$ cat src/rtl/spi_engine_pkg.sv
package spi_engine_pkg;

  typedef enum logic [2:0] {
    MD_DIV4    = 3'd0,
    MD_DIV16   = 3'd1,
    MD_DIV64   = 3'd2,
    MD_TBASE   = 3'd3,
    MD_TMATCH  = 3'd4,
    MD_SLAVE   = 3'd5,
    MD_TWOWIRE = 3'd6,
    MD_OFF     = 3'd7
  } spiMode_t;

  typedef struct packed {
    logic load;
    logic sample;
    logic shift;
    logic commit;
  } spiStrb_t;

  localparam logic [1:0] ADDR_CTL0 = 2'd0;
  localparam logic [1:0] ADDR_CTL1 = 2'd1;
  localparam logic [1:0] ADDR_DATA = 2'd2;

endpackage

$ cat src/rtl/spi_dpath.sv
module spi_dpath
  import spi_engine_pkg::*;
#(
  parameter int DATA_W = 8
) (
  input  logic              clk,
  input  logic              rstN,
  input  spiStrb_t          strb,
  input  logic [DATA_W-1:0] wdata,
  input  logic              sdiBit,
  output logic              txBit,
  output logic [DATA_W-1:0] rxByte
);

  logic [DATA_W-1:0] shiftReg;
  logic              rxBit;

  always_ff @(posedge clk or negedge rstN) begin
    if (!rstN) begin
      shiftReg <= '0;
      rxBit    <= 1'b0;
      rxByte   <= '0;
    end else begin
      if (strb.sample) rxBit <= sdiBit;
      if (strb.load) begin
        shiftReg <= wdata;
      end else if (strb.shift) begin
        shiftReg <= {shiftReg[DATA_W-2:0], rxBit};
      end
      if (strb.commit) rxByte <= {shiftReg[DATA_W-2:0], rxBit};
    end
  end

  assign txBit = shiftReg[DATA_W-1];


  load_msb_chk: assert property (@(posedge clk) disable iff (!rstN)
    strb.load |=> (txBit == $past(wdata[DATA_W-1])));


  rx_hold_chk: assert property (@(posedge clk) disable iff (!rstN)
    !strb.commit |=> $stable(rxByte));

endmodule

$ cat src/rtl/spi_ctrl.sv
module spi_ctrl
  import spi_engine_pkg::*;
#(
  parameter int DATA_W = 8,
  parameter int DIV_A  = 4,
  parameter int DIV_B  = 16,
  parameter int DIV_C  = 64,
  parameter int SYNC_N = 2
) (
  input  logic       clk,
  input  logic       rstN,
  input  logic [1:0] regAddr,
  input  logic       regWr,
  input  logic [2:0] wrMode,
  input  logic [2:0] wrLow,
  input  logic       tbTick,
  input  logic       tmrMatch,
  input  logic       sckIn,
  input  logic       scsN,
  output spiStrb_t   strb,
  output logic [7:0] ctl0Rd,
  output logic [7:0] ctl1Rd,
  output logic       sckOut,
  output logic       sckOe,
  output logic       sdoOe,
  output logic       irq
);

  localparam int DIV_W = $clog2(DIV_C / 2);
  localparam int CNT_W = $clog2(DATA_W);
  localparam logic [DIV_W-1:0] LIM_A = DIV_W'(DIV_A / 2 - 1);
  localparam logic [DIV_W-1:0] LIM_B = DIV_W'(DIV_B / 2 - 1);
  localparam logic [DIV_W-1:0] LIM_C = DIV_W'(DIV_C / 2 - 1);
  localparam logic [CNT_W-1:0] LAST  = CNT_W'(DATA_W - 1);

  spiMode_t          mode;
  logic              en, incFlag, doneFlag, irqEn, csEn;
  logic              busy, sckInt, started;
  logic [DIV_W-1:0]  divCnt;
  logic [CNT_W-1:0]  bitCnt;
  logic [SYNC_N-1:0] sckS, scsS;
  logic              sckD, scsD;

  logic masterOn, slaveOn, selected, halfTick, lastBit;
  logic sckRise, sckFall, scsRise, incEvent;
  logic ctl0Wr, ctl1Wr, dataWr, startReq;

  assign masterOn = en && (mode <= MD_TMATCH);
  assign slaveOn  = en && (mode == MD_SLAVE);
  assign ctl0Wr   = regWr && (regAddr == ADDR_CTL0);
  assign ctl1Wr   = regWr && (regAddr == ADDR_CTL1);
  assign dataWr   = regWr && (regAddr == ADDR_DATA);
  assign startReq = masterOn && dataWr && !busy;
  assign lastBit  = (bitCnt == LAST);

  assign sckRise  = sckS[SYNC_N-1] && !sckD;
  assign sckFall  = !sckS[SYNC_N-1] && sckD;
  assign scsRise  = scsS[SYNC_N-1] && !scsD;
  assign selected = csEn ? !scsS[SYNC_N-1] : 1'b1;
  assign incEvent = slaveOn && csEn && scsRise && (started || (bitCnt != '0));

  always_comb begin
    case (mode)
      MD_DIV4:   halfTick = (divCnt == LIM_A);
      MD_DIV16:  halfTick = (divCnt == LIM_B);
      MD_DIV64:  halfTick = (divCnt == LIM_C);
      MD_TBASE:  halfTick = sckInt || tbTick;
      MD_TMATCH: halfTick = tmrMatch;
      default:   halfTick = 1'b0;
    endcase
  end

  always_comb begin
    strb.load   = startReq ||
                  (slaveOn && dataWr && !started && (bitCnt == '0));
    strb.sample = (masterOn && busy && halfTick && !sckInt) ||
                  (slaveOn && selected && sckRise);
    strb.shift  = (masterOn && busy && halfTick && sckInt) ||
                  (slaveOn && selected && sckFall);
    strb.commit = strb.shift && lastBit;
  end

  always_ff @(posedge clk or negedge rstN) begin
    if (!rstN) begin
      mode <= MD_OFF;
      {en, incFlag, doneFlag, irqEn, csEn} <= '0;
      {busy, sckInt, started} <= '0;
      divCnt <= '0;
      bitCnt <= '0;
      sckS   <= '0;
      scsS   <= '1;
      sckD   <= 1'b0;
      scsD   <= 1'b1;
    end else begin
      if (ctl0Wr) begin
        mode    <= spiMode_t'(wrMode);
        en      <= wrLow[1];
        incFlag <= wrLow[0];
      end
      if (ctl1Wr) begin
        doneFlag <= wrLow[0];
        irqEn    <= wrLow[1];
        csEn     <= wrLow[2];
      end
      sckS <= {sckS[SYNC_N-2:0], sckIn};
      scsS <= {scsS[SYNC_N-2:0], scsN};
      sckD <= sckS[SYNC_N-1];
      scsD <= scsS[SYNC_N-1];

      if (masterOn) begin
        started <= 1'b0;
        if (startReq) begin
          busy   <= 1'b1;
          sckInt <= 1'b0;
          divCnt <= '0;
          bitCnt <= '0;
        end else if (busy) begin
          if (halfTick) begin
            divCnt <= '0;
            sckInt <= !sckInt;
            if (sckInt) begin
              bitCnt <= bitCnt + 1'b1;
              if (lastBit) begin
                busy     <= 1'b0;
                doneFlag <= 1'b1;
              end
            end
          end else begin
            divCnt <= divCnt + 1'b1;
          end
        end
      end else if (slaveOn) begin
        busy   <= 1'b0;
        sckInt <= 1'b0;
        if (!selected) begin
          bitCnt  <= '0;
          started <= 1'b0;
        end else begin
          if (sckRise) started <= 1'b1;
          if (sckFall) begin
            bitCnt <= bitCnt + 1'b1;
            if (lastBit) begin
              bitCnt   <= '0;
              started  <= 1'b0;
              doneFlag <= 1'b1;
            end
          end
        end
        if (incEvent) begin
          incFlag  <= 1'b1;
          doneFlag <= 1'b1;
        end
      end else begin
        {busy, sckInt, started} <= '0;
        divCnt <= '0;
        bitCnt <= '0;
      end
    end
  end

  assign ctl0Rd = {mode, 3'b000, en, incFlag};
  assign ctl1Rd = {5'b00000, csEn, irqEn, doneFlag};
  assign sckOut = masterOn && sckInt;
  assign sckOe  = masterOn;
  assign sdoOe  = masterOn || (slaveOn && selected);
  assign irq    = irqEn && doneFlag;


  inc_only_slave_chk: assert property (@(posedge clk) disable iff (!rstN)
    (!incFlag && !ctl0Wr && (mode != MD_SLAVE)) |=> !incFlag);


  inc_sets_done_chk: assert property (@(posedge clk) disable iff (!rstN)
    incEvent |=> (incFlag && doneFlag));


  idle_when_off_chk: assert property (@(posedge clk) disable iff (!rstN)
    !en |=> !busy);


  sck_low_idle_chk: assert property (@(posedge clk) disable iff (!rstN)
    !busy |-> !sckInt);

endmodule

$ cat src/rtl/spi_engine.sv
module spi_engine
  import spi_engine_pkg::*;
#(
  parameter int DATA_W = 8,
  parameter int DIV_A  = 4,
  parameter int DIV_B  = 16,
  parameter int DIV_C  = 64,
  parameter int SYNC_N = 2
) (
  input  logic       clk,
  input  logic       rstN,
  input  logic [1:0] regAddr,
  input  logic       regWr,
  input  logic [7:0] regWdata,
  output logic [7:0] regRdata,
  input  logic       tbTick,
  input  logic       tmrMatch,
  input  logic       sckIn,
  output logic       sckOut,
  output logic       sckOe,
  input  logic       sdi,
  output logic       sdo,
  output logic       sdoOe,
  input  logic       scsN,
  output logic       irq
);

  spiStrb_t          strb;
  logic [7:0]        ctl0Rd, ctl1Rd;
  logic              txBit;
  logic [DATA_W-1:0] rxByte;

  spi_ctrl #(
    .DATA_W(DATA_W), .DIV_A(DIV_A), .DIV_B(DIV_B),
    .DIV_C(DIV_C), .SYNC_N(SYNC_N)
  ) u_ctrl (
    .clk(clk), .rstN(rstN), .regAddr(regAddr), .regWr(regWr),
    .wrMode(regWdata[7:5]), .wrLow(regWdata[2:0]),
    .tbTick(tbTick), .tmrMatch(tmrMatch), .sckIn(sckIn), .scsN(scsN),
    .strb(strb), .ctl0Rd(ctl0Rd), .ctl1Rd(ctl1Rd),
    .sckOut(sckOut), .sckOe(sckOe), .sdoOe(sdoOe), .irq(irq)
  );

  spi_dpath #(.DATA_W(DATA_W)) u_dpath (
    .clk(clk), .rstN(rstN), .strb(strb),
    .wdata(regWdata[DATA_W-1:0]), .sdiBit(sdi),
    .txBit(txBit), .rxByte(rxByte)
  );

  always_comb begin
    case (regAddr)
      ADDR_CTL0: regRdata = ctl0Rd;
      ADDR_CTL1: regRdata = ctl1Rd;
      ADDR_DATA: regRdata = 8'(rxByte);
      default:   regRdata = 8'h00;
    endcase
  end

  assign sdo = sdoOe && txBit;

endmodule

$ cat config.mk
export PLATFORM = sky130hd
export DESIGN_NAME = spi_engine
export DESIGN_NICKNAME = d
export VERILOG_FILES = /design/src/rtl/spi_engine_pkg.sv /design/src/rtl/spi_dpath.sv /design/src/rtl/spi_ctrl.sv /design/src/rtl/spi_engine.sv
export SDC_FILE = /design/constraint.sdc
export NUM_CORES = 1
export LEC_CHECK = 0
export BUFFER_PORTS_ARGS = -buffer_cell sky130_fd_sc_hd__buf_2
export CORE_MARGIN = 2
export CORE_UTILIZATION = 64
export CTS_BUF_LIST = sky130_fd_sc_hd__clkbuf_8
export DETAILED_ROUTE_END_ITERATION = 6
export PLACE_DENSITY = 0.85
export SYNTH_ARGS = -nofsm -noshare
export SYNTH_HDL_FRONTEND = slang
export SYNTH_SLANG_ARGS = --single-unit
$ cat constraint.sdc
create_clock -name clk -period 3.5 [get_ports clk]
set_input_delay 0.525 -clock clk [delete_from_list [all_inputs] [get_ports clk]]
set_output_delay 0.525 -clock clk [all_outputs]
set_load 0.1 [all_outputs]
# After elaboration in Yosys (flattened, before gate mapping)
# Index checks and enable logic that the tools add are counted.
# op_classes
n_addsub,2
n_lt_le_gt_ge,1
n_eq_ne,16
mux,50
n_reduce_logical,48
# op_table
cell,count
two-way mux 1 bit,32
logical AND 1 bit,27
two-way mux 3 bit,9
two-way mux 5 bit,5
one-hot mux 8 bit (3 select lines),1
two-way mux 8 bit,2
"== test 3 bit, second input constant",3
logical NOT 1 bit,7
"== test 3 x 2 -> 1 bit, second input constant",2
logical NOT 3 bit,2
logical OR 1 bit,6
"inequality test 3 x 2 -> 1 bit, second input constant",2
"adder 5 x 1 -> 5 bit, second input constant",1
"== test 5 x 1 -> 1 bit, second input constant",1
"== test 5 x 3 -> 1 bit, second input constant",1
"== test 5 bit, second input constant",1
one-hot mux 1 bit (5 select lines),1
"inequality test 4 x 3 -> 1 bit, second input constant",1
AND reduction 2 bit,2
AND reduction 4 bit,1
"adder 3 x 1 -> 3 bit, second input constant",1
"== test 3 x 1 -> 1 bit, second input constant",1
"<= comparator 3 bit, second input constant",1
"inequality test 3 bit, second input constant",1
other kinds (6),6
# word_totals
register_bits,42
input_bits,18
out_inout_bits,13
wordCells,135

# Longest topological paths before layout
# Gate-level depths: netlist of the first run.
# depth
depth_word,9
mapped_depth,8

# Hierarchy
# Synthesis of the first run repeated with hierarchy kept, for this count alone.
# unflattened
hier_cells,225
area_unflattened_um2,2474.9
# modules_own_cells
module,n_inst,cells_each,area_each_um2
spi_ctrl,1,151,1530.2
spi_dpath,1,53,740.7
spi_engine,1,21,203.9

# Worst setup path after synthesis of the first run
# OpenSTA, ideal clock, no wires.
# synth_timing
kind,input port to output port
startpoint,input port regAddr[0]
endpoint,output port regRdata[1]
t_arrival_ns,3.035
t_required_ns,2.975
setup_slack_ns,-0.060
cell_stages,3
n_path_buf,1
path_cell_list,clkbuf_1 -> mux2i_1 -> o21ai_0
# synth_between
elab_chain_cells,2
# synth_lines
element,line,text
"start, declared",spi_engine.sv:12,"input logic [1:0] regAddr,"
== test 2 bit (tied with other cells),spi_engine.sv:51,case (regAddr)
one-hot mux 8 bit (3 select lines) (*),spi_engine.sv:51,
"end, declared",spi_engine.sv:15,"output logic [7:0] regRdata,"
# Every way passes the cells marked *; elsewhere a longest branch is shown, timed or not.

# Final worst setup path of the first run
# layout_timing
startpoint,register u_ctrl.mode[0]
endpoint,output port sdo
# layout_between
elab_chain_cells,5
# layout_lines
element,line,text
"start, declared",spi_ctrl.sv:36,spiMode_t mode;
"start signal, assigned",spi_ctrl.sv:96,mode <= spiMode_t'(wrMode);
branches (longest 3 deep; another with <= comparator 3 bit),--,
logical OR 1 bit (*),spi_ctrl.sv:165,assign sdoOe = masterOn || (slaveOn && selected);
logical AND 1 bit (*),spi_engine.sv:59,assign sdo = sdoOe && txBit;
"end, declared",spi_engine.sv:22,"output logic sdo,"
# Every way passes the cells marked *.

==> results of run 1 <==
-- area by class of cell --
cell class              count  area share
clock buffers               6      0.0320
clock inverters             2     0.00291
inverters                   6     0.00872
multi-input cells         163       0.466
flip-flops and latches     42       0.410
well taps                  46      0.0223
repair buffers             30      0.0581
-- power by group through the flow --
| stage | registers (mW) | clock network, mW | logic, mW |
|---|---|---|---|
| 3_5_place_dp | 0.683 | 0 | 0.460 |
| 2_1_floorplan | 0.641 | 0 | 0.391 |
| 3_3_place_gp | 0.677 | 0 | 0.449 |
| 6_report | 0.675 | 0.314 | 0.460 |
| 5_1_grt | 0.691 | 0.344 | 0.504 |
| 4_1_cts | 0.674 | 0.322 | 0.461 |
-- Yosys cell counts (2+ instances only) --
master / n
dfrtp_1: 36
nand2_1: 30
o211ai_1: 17
o21ai_0: 10
nor2_1: 9
mux2_2: 8
mux2_4: 8
mux2i_1: 8
a21oi_1: 7
nor3_1: 7
and2_1: 6
dfstp_2: 6
inv_1: 6
nand3b_1: 5
ha_1: 4
nand3_1: 4
buf_2: 3
clkbuf_1: 3
o41ai_1: 3
a31oi_1: 2
a41o_1: 2
nand4_1: 2
nor3b_1: 2
o22ai_1: 2
o2bb2ai_1: 2
-- metal layers --
metal  part of all wire  up-vias  global-route usage
met5                  0        -                   0
li1                   -      884                   -
met3              0.046        7              0.0634
met2               0.46       53               0.411
met4              0.016        0              0.0904
met1               0.48      894               0.385
-- per-stage QoR --
stage               cells  utilization  instance area (um2)  hold WS (ps)  setup slack, ps
detailed placement    287        0.730                 2490           350             1130
global placement      287        0.730                 2490           334             1180
CTS                   295        0.756                 2580           320              804
finish                295        0.756                 2580           328              791
global route          295        0.756                 2580           315              724
floorplan             219            -                 2330           229              346
-- final timing paths --
check                      cells after the start                end
setup / recovery                               5                sdo
hold / removal                                 1     u_ctrl.scsS[0]
setup reg to reg                               5  u_dpath.rxByte[6]
hold reg to reg                                0     u_ctrl.scsS[1]
max in group asynchronous                      1   u_ctrl.divCnt[4]
min in group asynchronous                      1  u_dpath.rxByte[3]
-- sequential cells by signal, summed over array words and instances (netlist names) --
| signal | cells |
|---|---|
| u_dpath.rxByte | 8 |
| u_dpath.shiftReg | 8 |
| u_ctrl.divCnt | 5 |
| u_ctrl.bitCnt | 3 |
| u_ctrl.mode | 3 |
| u_ctrl.sckS | 2 |
| u_ctrl.scsS | 2 |
| u_ctrl.busy | 1 |
| u_ctrl.csEn | 1 |
| u_ctrl.doneFlag | 1 |
| u_ctrl.en | 1 |
| u_ctrl.incFlag | 1 |
| u_ctrl.irqEn | 1 |
| u_ctrl.sckD | 1 |
| u_ctrl.sckInt | 1 |
| u_ctrl.scsD | 1 |
| u_ctrl.started | 1 |
| u_dpath.rxBit | 1 |
-- cells by family after synthesis --
logic type / Yosys count / synth area share
and+or+nand+nor: 76 / 0.174
adders and majority gates: 4 / 0.0215
AOI/OAI and AO/OA: 59 / 0.197
muxes: 24 / 0.125
buffers and inverters: 14 / 0.0274
DFF: 42 / 0.455
==> key figures, run 1 <==
Clock network
  – Num CTS Buffers: 5
  – CTS tree: built
  – Worst skew pair latency: 300 ps
  – H-tree Lvls: 2
  – Setup bufs post-CTS: 0
  – CTS root buf: clkbuf_8
  – Hold_buf cts: 0
  – Bufs on Longest Clock Path: 2
  – Sink Count: 42
  – Post_cts resized: 0
  – Worst-path clk slew: 70 ps

Die
  – Initial Util: 0.681
  – Die W: 64.3 um
  – Die Y: 64.3 um
  – Die area: 0.00413 mm2
  – Num ports: 31
  – Rows: 21
  – Core ar.: 0.00342 mm2

Synthesis
  – Syn Nets: 241
  – Post-synth EDFFs: 0
  – Async S/R FF share, synth: 1.00
  – Syn Area/Cell: 10.6 um2
  – Area leader, netlist: dfrtp_1
  – Register area share after synthesis: 0.455
  – Syn Inst Count: 219
  – Synth unique cells: 52
  – Prevailing post-synth register cell: dfrtp_1
  – Yosys warns: 0
  – Synth Register Bits: 42
  – Cell area after synthesis: 0.00233 mm2
  – Largest cells by area after synthesis: dfrtp_1 39%, dfstp_2 6.8%, o211ai_1 5.5%
  – Synth top area share: 0.387

Min path
  – Hold Crit Class: in2reg
  – Hold Startpoint: scsN

Global route
  – Total Routing Usage GR: 0.271
  – Largest net degree at the start of global routing: 43
  – Number of global-route vias before repair: 1805
  – Global-route wire length before repair: 8630 um
  – Initial antenna violation count: 0
  – Gr ovfl total: 0

Cells and area
  – FF+latch area: 0.00106 mm2
  – Fillers: 248
  – Final net count: 270
  – Commonest non-fill, non-tap cell in the layout: dfrtp_1
  – ANT cells: 0
  – Area Overhead vs Synth: 11.0%
  – Share of cells above drive strength 1: 0.273
  – Area of the multi-input gates: 0.00120 mm2
  – Most frequent cells in the layout: 36 x dfrtp_1, 30 x nand2_1, 30 x buf_2

Setup path
  – CP required: 2970 ps
  – Crit path from: u_ctrl.mode[0]
  – Crit-path most repeated cell: nand2_1
  – Crit-path cells: and4b_1, nand2_1, nand2_1, and2_1, buf_2
  – Slowest cell on crit path: dfstp_2
  – R2r startpoint: u_ctrl.mode[0]
  – Crit path DAT: 2180 ps
  – R2r setup slk: 1170 ps
  – WP buf/inv: 1
  – Crit Path Max Fanout: 13
  – Critical path type: reg2out
  – Setup crit start kind: flop
  – Worst path max stage delay: 650 ps
  – CP Capture Type: output pin
  – Crit path max-delay family: simple AND/OR/NAND/NOR gates

STA
  – Layout Skew: 9.62 ps
  – Final setup viols: 0
  – Worst slew margin: 0.390
  – Post-route minimum period: 2710 ps
  – RSZ-0062 raised after global routing: no
  – Worst Tran Pin Value: 912 ps
  – Final Max Tran Viols: 0
  – Maximum operating frequency: 369 MHz
  – Final hold vios: 0
  – Fin Setup TNS: 0 ps
  – Final period util: 0.774

Drt
  – Via count: 1838
  – 1st-iter DRT viols: 162
  – Detailed Route WL: 4840 um
  – DRC Markers: 0
  – DR pass1 iterations: 4
  – Vias per cell: 6.23
  – WL per Instance: 16.4 um
  – DRT antenna net count: 0

Place
  – Port Buffers: 30
  – DP HPWL: 3580 um
  – GP Congestion: 0.926

Pwr
  – Sw power: 0.565 mW
  – Clock power share: 0.217
  – PwrDens: 561 mW/mm2
  – Seq pwr share: 0.466
  – Leakage: 1.20 nW
  – Total power: 1.45 mW
  – Sw Ratio: 0.390
  – Internal power: 0.883 mW
  – Comb pwr share: 0.317
  – Worst VDD drop: 0.329 mV

Outcome
  – Outcome: finished, final reports clean

Job
  – Max_cap viols: 0
(Power assumes the default switching activity.)
==> run 2: changes to the inputs <==
--- a/config.mk
+++ b/config.mk
@@ -7,10 +7,10 @@
 export LEC_CHECK = 0
 export BUFFER_PORTS_ARGS = -buffer_cell sky130_fd_sc_hd__buf_2
 export CORE_MARGIN = 2
-export CORE_UTILIZATION = 64
+export CORE_UTILIZATION = 59
 export CTS_BUF_LIST = sky130_fd_sc_hd__clkbuf_8
 export DETAILED_ROUTE_END_ITERATION = 6
-export PLACE_DENSITY = 0.85
+export PLACE_DENSITY = 0.79
 export SYNTH_ARGS = -nofsm -noshare
 export SYNTH_HDL_FRONTEND = slang
 export SYNTH_SLANG_ARGS = --single-unit
==> constraint.sdc (replaced) <==
create_clock -name clk -period 2.7 [get_ports clk]
set_input_delay 0.405 -clock clk [delete_from_list [all_inputs] [get_ports clk]]
set_output_delay 0.405 -clock clk [all_outputs]
set_load 0.1 [all_outputs]
==> key figures, run 2 (synthesis gave the netlist of run 1 again) <==
Min path
  – Worst Hold Path EP: u_ctrl.scsS[0]
  – Hold Crit Class: in2reg
  – Number of cells on the worst hold path: 1
  – Hold Startpoint: scsN

Setup path
  – Reg2reg end: u_dpath.rxByte[5]
  – R2r startpoint: u_ctrl.mode[0]
  – CP required: 2300 ps
  – Crit path DAT: 2170 ps
  – Setup crit start kind: flop
  – CP Capture Type: output pin
  – FF-to-FF path depth: 5
  – Crit Path Max Fanout: 13
  – Critical path type: reg2out
  – R2r setup slk: 360 ps

Outcome
  – Outcome: finished, final reports clean

Place
  – Cells after DPL: 291
  – Port Buffers: 30
  – GP Congestion: 0.900
  – DP HPWL: 3890 um
  – Pre-CTS setup slack: 416 ps

Die
  – Initial Util: 0.626
  – Rows: 22
  – Core ar.: 0.00372 mm2
  – Die Y: 66.8 um
  – Die area: 0.00446 mm2
  – Num ports: 31
  – Die W: 66.8 um

Cells and area
  – Share of cells above drive strength 1: 0.295
  – Final net count: 272
  – Commonest non-fill, non-tap cell in the layout: dfrtp_1
  – ANT cells: 0
  – Final Util: 0.706
  – Most frequent cells in the layout: 36 x dfrtp_1, 30 x buf_2, 29 x nand2_1
  – Layout Cells excl Fill: 299
  – Fillers: 294
  – Area Overhead vs Synth: 12.7%
  – Top flop regs: u_dpath.rxByte: 8 flops, u_dpath.shiftReg: 8 flops, u_ctrl.divCnt: 5 flops

Pwr
  – PwrDens: 756 mW/mm2
  – Worst VDD drop: 0.408 mV
  – Leakage: 1.22 nW
  – Total power: 1.98 mW

STA
  – Maximum operating frequency: 388 MHz
  – Post-route minimum period: 2580 ps
  – Worst slew margin: 0.411
  – Final setup viols: 0
  – Layout Skew: 8.47 ps
  – Final Max Tran Viols: 0
  – Worst Tran Pin Value: 883 ps
  – Fin Setup TNS: 0 ps
  – RSZ-0062 raised after global routing: no
  – Final hold vios: 0
  – Final period util: 0.954
  – Final WS setup: 125 ps

Clock network
  – Hold_buf cts: 0
  – H-tree Lvls: 2
  – CTS root buf: clkbuf_8
  – Num CTS Buffers: 5
  – Bufs on Longest Clock Path: 2
  – Post_cts resized: 0
  – Worst skew pair latency: 300 ps
  – Worst-path clk slew: 80 ps
  – Setup bufs post-CTS: 0
  – Sink Count: 42
  – CTS tree: built

Global route
  – Busiest grt layer: met2
  – Initial antenna violation count: 0
  – Largest net degree at the start of global routing: 43
  – Met1 GRT Util: 0.365
  – M2 GR Usage: 0.404
  – Met3 Use GR: 0.0304
  – Number of global-route vias before repair: 1750
  – Global-route wire length before repair: 8420 um
  – Gr ovfl total: 0
  – Total Routing Usage GR: 0.259

Drt
  – Detailed Route WL: 5190 um
  – Via count: 1848
  – DRC Markers: 0
  – WL per Instance: 17.3 um
  – Vias per cell: 6.18
  – DR pass1 iterations: 4
  – 1st-iter DRT viols: 119
  – DRT antenna net count: 0

Job
  – Max_cap viols: 0
[run 2: layer usage]
| metal | wire length (um) | up-vias |
|---|---|---|
| li1 | - | 878 |
| met1 | 2450 | 913 |
| met2 | 2430 | 50 |
| met3 | 237 | 7 |
| met4 | 64 | 0 |
| met5 | 0 | - |
[run 2: power breakdown]
part / switching (mW) / total [mW] / internal (mW)
Combinational: 0.419 / 0.615 / 0.197
Sequential: 0.124 / 0.877 / 0.753
Clock: 0.219 / 0.491 / 0.272
Total: 0.761 / 1.98 / 1.22
[run 2: how the worst max path moves through the flow]
stage	startpoint	cells after the start	end	slack, ps
final	u_ctrl.mode[0]	5	sdo	120
after global routing	u_ctrl.mode[0]	5	sdo	30
after CTS	u_ctrl.mode[0]	5	sdo	130
after detailed placement	u_ctrl.mode[0]	5	u_dpath.rxByte[5]	420
after global placement	u_ctrl.mode[0]	5	u_dpath.rxByte[2]	500
after floorplan	regAddr[0]	3	regRdata[1]	130
[run 2: layout make-up]
| type | instances | area (um2) | area share |
|---|---|---|---|
| Sequential cell | 42 | 1060 | 0.403 |
| Multi-Input combinational cell | 163 | 1210 | 0.461 |
| Clock buffer | 5 | 68.8 | 0.0262 |
| Tap cell | 48 | 60.1 | 0.0229 |
| Clock inverter | 3 | 40.0 | 0.0153 |
| Inverter | 6 | 22.5 | 0.00858 |
| Timing Repair Buffer | 32 | 165 | 0.0629 |
[run 2: metrics by stage]
stage	instance area, um2	hold WS, ps
after floorplan	2330	109
after detailed placement	2510	342
after global routing	2620	195
final	2620	206
after global placement	2510	333
after CTS	2620	201
[run 2: worst max-delay path, cell delays in order, from the launching register on]
cell and delay, ps:
dfstp_2 650, and4b_1 310, nand2_1 190, nand2_2 150
and2_2 160, buf_2 420
==> run 3: changes to the inputs <==
--- a/config.mk
+++ b/config.mk
@@ -6,7 +6,7 @@
 export NUM_CORES = 1
 export LEC_CHECK = 0
 export BUFFER_PORTS_ARGS = -buffer_cell sky130_fd_sc_hd__buf_2
-export CORE_MARGIN = 2
+export CORE_MARGIN = 1
 export CORE_UTILIZATION = 59
 export CTS_BUF_LIST = sky130_fd_sc_hd__clkbuf_8
 export DETAILED_ROUTE_END_ITERATION = 6
==> key figures, run 3 (synthesis gave the netlist of run 1 again) <==
Outcome
  – Outcome: finished, final reports clean

Drt
  – DRT antenna net count: 0
  – DR pass1 iterations: 4
  – WL per Instance: 17.4 um
  – Highest routed metal layer: met4
  – DRC Markers: 0
  – Metal2 WL: 2490 um
  – Metal-1 WL: 2340 um
  – Via count: 1862
  – 1st-iter DRT viols: 66
  – Detailed Route WL: 5210 um
  – Metal3 WL: 275 um
  – Vias per cell: 6.23

Place
  – GP Congestion: 0.989
  – Cells after DPL: 291
  – Port Buffers: 30
  – Pre-CTS setup slack: 385 ps
  – Post-DP Area: 0.00251 mm2
  – DP HPWL: 3870 um

Pwr
  – Internal power: 1.12 mW
  – Seq pwr share: 0.469
  – Sw power: 0.743 mW
  – Sw Ratio: 0.398
  – Leakage: 1.21 nW
  – PwrDens: 719 mW/mm2
  – Worst VDD drop: 0.437 mV
  – Clock power share: 0.202
  – Comb pwr share: 0.329

Global route
  – Number of global-route vias before repair: 1723
  – Total Routing Usage GR: 0.277
  – Gr ovfl total: 0
  – Largest net degree at the start of global routing: 43
  – Initial antenna violation count: 0
  – Global-route wire length before repair: 8580 um

STA
  – Final setup viols: 0
  – Final WS setup: 118 ps
  – Layout Skew: 7.40 ps
  – Maximum operating frequency: 387 MHz
  – Final Max Tran Viols: 0
  – Final hold vios: 0
  – Fin Setup TNS: 0 ps
  – Post-route minimum period: 2580 ps
  – Final period util: 0.956
  – Worst slew margin: 0.394
  – RSZ-0062 raised after global routing: no
  – Worst Tran Pin Value: 909 ps

Cells and area
  – Area Overhead vs Synth: 11.5%
  – Final net count: 272
  – Share of cells above drive strength 1: 0.283
  – Area of the multi-input gates: 0.00121 mm2
  – Final Util: 0.698
  – Commonest non-fill, non-tap cell in the layout: dfrtp_1
  – Most frequent cells in the layout: 36 x dfrtp_1, 30 x buf_2, 29 x nand2_1
  – ANT cells: 0
  – Finished Cell Area: 0.00259 mm2
  – Fillers: 298
  – Top flop regs: u_dpath.rxByte: 8 flops, u_dpath.shiftReg: 8 flops, u_ctrl.divCnt: 5 flops
  – Layout Cells excl Fill: 299
  – FF+latch area: 0.00106 mm2

Clock network
  – Num CTS Buffers: 5
  – H-tree Lvls: 2
  – Post_cts resized: 0
  – CTS tree: built
  – Hold_buf cts: 0
  – Setup bufs post-CTS: 0
  – Bufs on Longest Clock Path: 2
  – Sink Count: 42
  – CTS root buf: clkbuf_8
  – Worst-path clk slew: 70 ps
  – Worst skew pair latency: 290 ps

Die
  – Die W: 64.8 um
  – Num ports: 31
  – Initial Util: 0.626
  – Die Y: 64.8 um
  – Core ar.: 0.00372 mm2
  – Die area: 0.00420 mm2
  – Rows: 22

Setup path
  – Crit path DAT: 2180 ps
  – WP buf/inv: 1
  – CP Capture Type: output pin
  – R2r setup slk: 350 ps
  – FF-to-FF path depth: 5
  – Setup crit start kind: flop
  – Crit path depth: 5
  – Crit Path Max Fanout: 13
  – CP required: 2300 ps
  – Crit-path cells: and4b_1, nand2_1, nand2_2, and2_2, buf_2
  – Worst path max stage delay: 650 ps
  – Slowest cell on crit path: dfstp_2
  – Critical path type: reg2out
  – Crit path max-delay family: simple AND/OR/NAND/NOR gates

Min path
  – Hold Crit Class: in2reg
  – Number of cells on the worst hold path: 1

Job
  – Max_cap viols: 0
-- run 3: power by group through the flow --
stage                     registers, mW  logic, mW  clock network (mW)
final                             0.875      0.613               0.376
after CTS                         0.873      0.617               0.377
after global routing              0.890      0.670               0.406
after floorplan                   0.831      0.510                   0
after detailed placement          0.885      0.615                   0
after global placement            0.877      0.599                   0
-- run 3: cell type report --
class | instances | area share
repair buffers | 32 | 0.0636
clock inverters | 3 | 0.00434
inverters | 6 | 0.00868
multi-input cells | 163 | 0.466
clock buffers | 5 | 0.0265
flip-flops and latches | 42 | 0.408
well taps | 48 | 0.0231
-- run 3: per-layer routing --
layer	track usage	vias to the layer above
met1	0.378	908
met3	0.0546	9
li1	-	885
met4	0.122	0
met5	0	-
met2	0.424	60
-- run 3: path summary, 6_finish.rpt --
check,endpoint,start
setup / recovery,sdo,u_ctrl.mode[0]
hold / removal,u_ctrl.scsS[0],scsN
setup reg to reg,u_dpath.rxByte[5],u_ctrl.mode[0]
hold reg to reg,u_ctrl.sckS[1],u_ctrl.sckS[0]
max in group asynchronous,u_ctrl.divCnt[2],rstN
min in group asynchronous,u_dpath.shiftReg[2],rstN
-- run 3: metrics by stage --
| step | total power [mW] | hold WS, ps |
|---|---|---|
| floorplan | 1.34 | 109 |
| global placement | 1.48 | 342 |
| detailed placement | 1.50 | 337 |
| CTS | 1.87 | 203 |
| global route | 1.97 | 201 |
| finish | 1.87 | 209 |
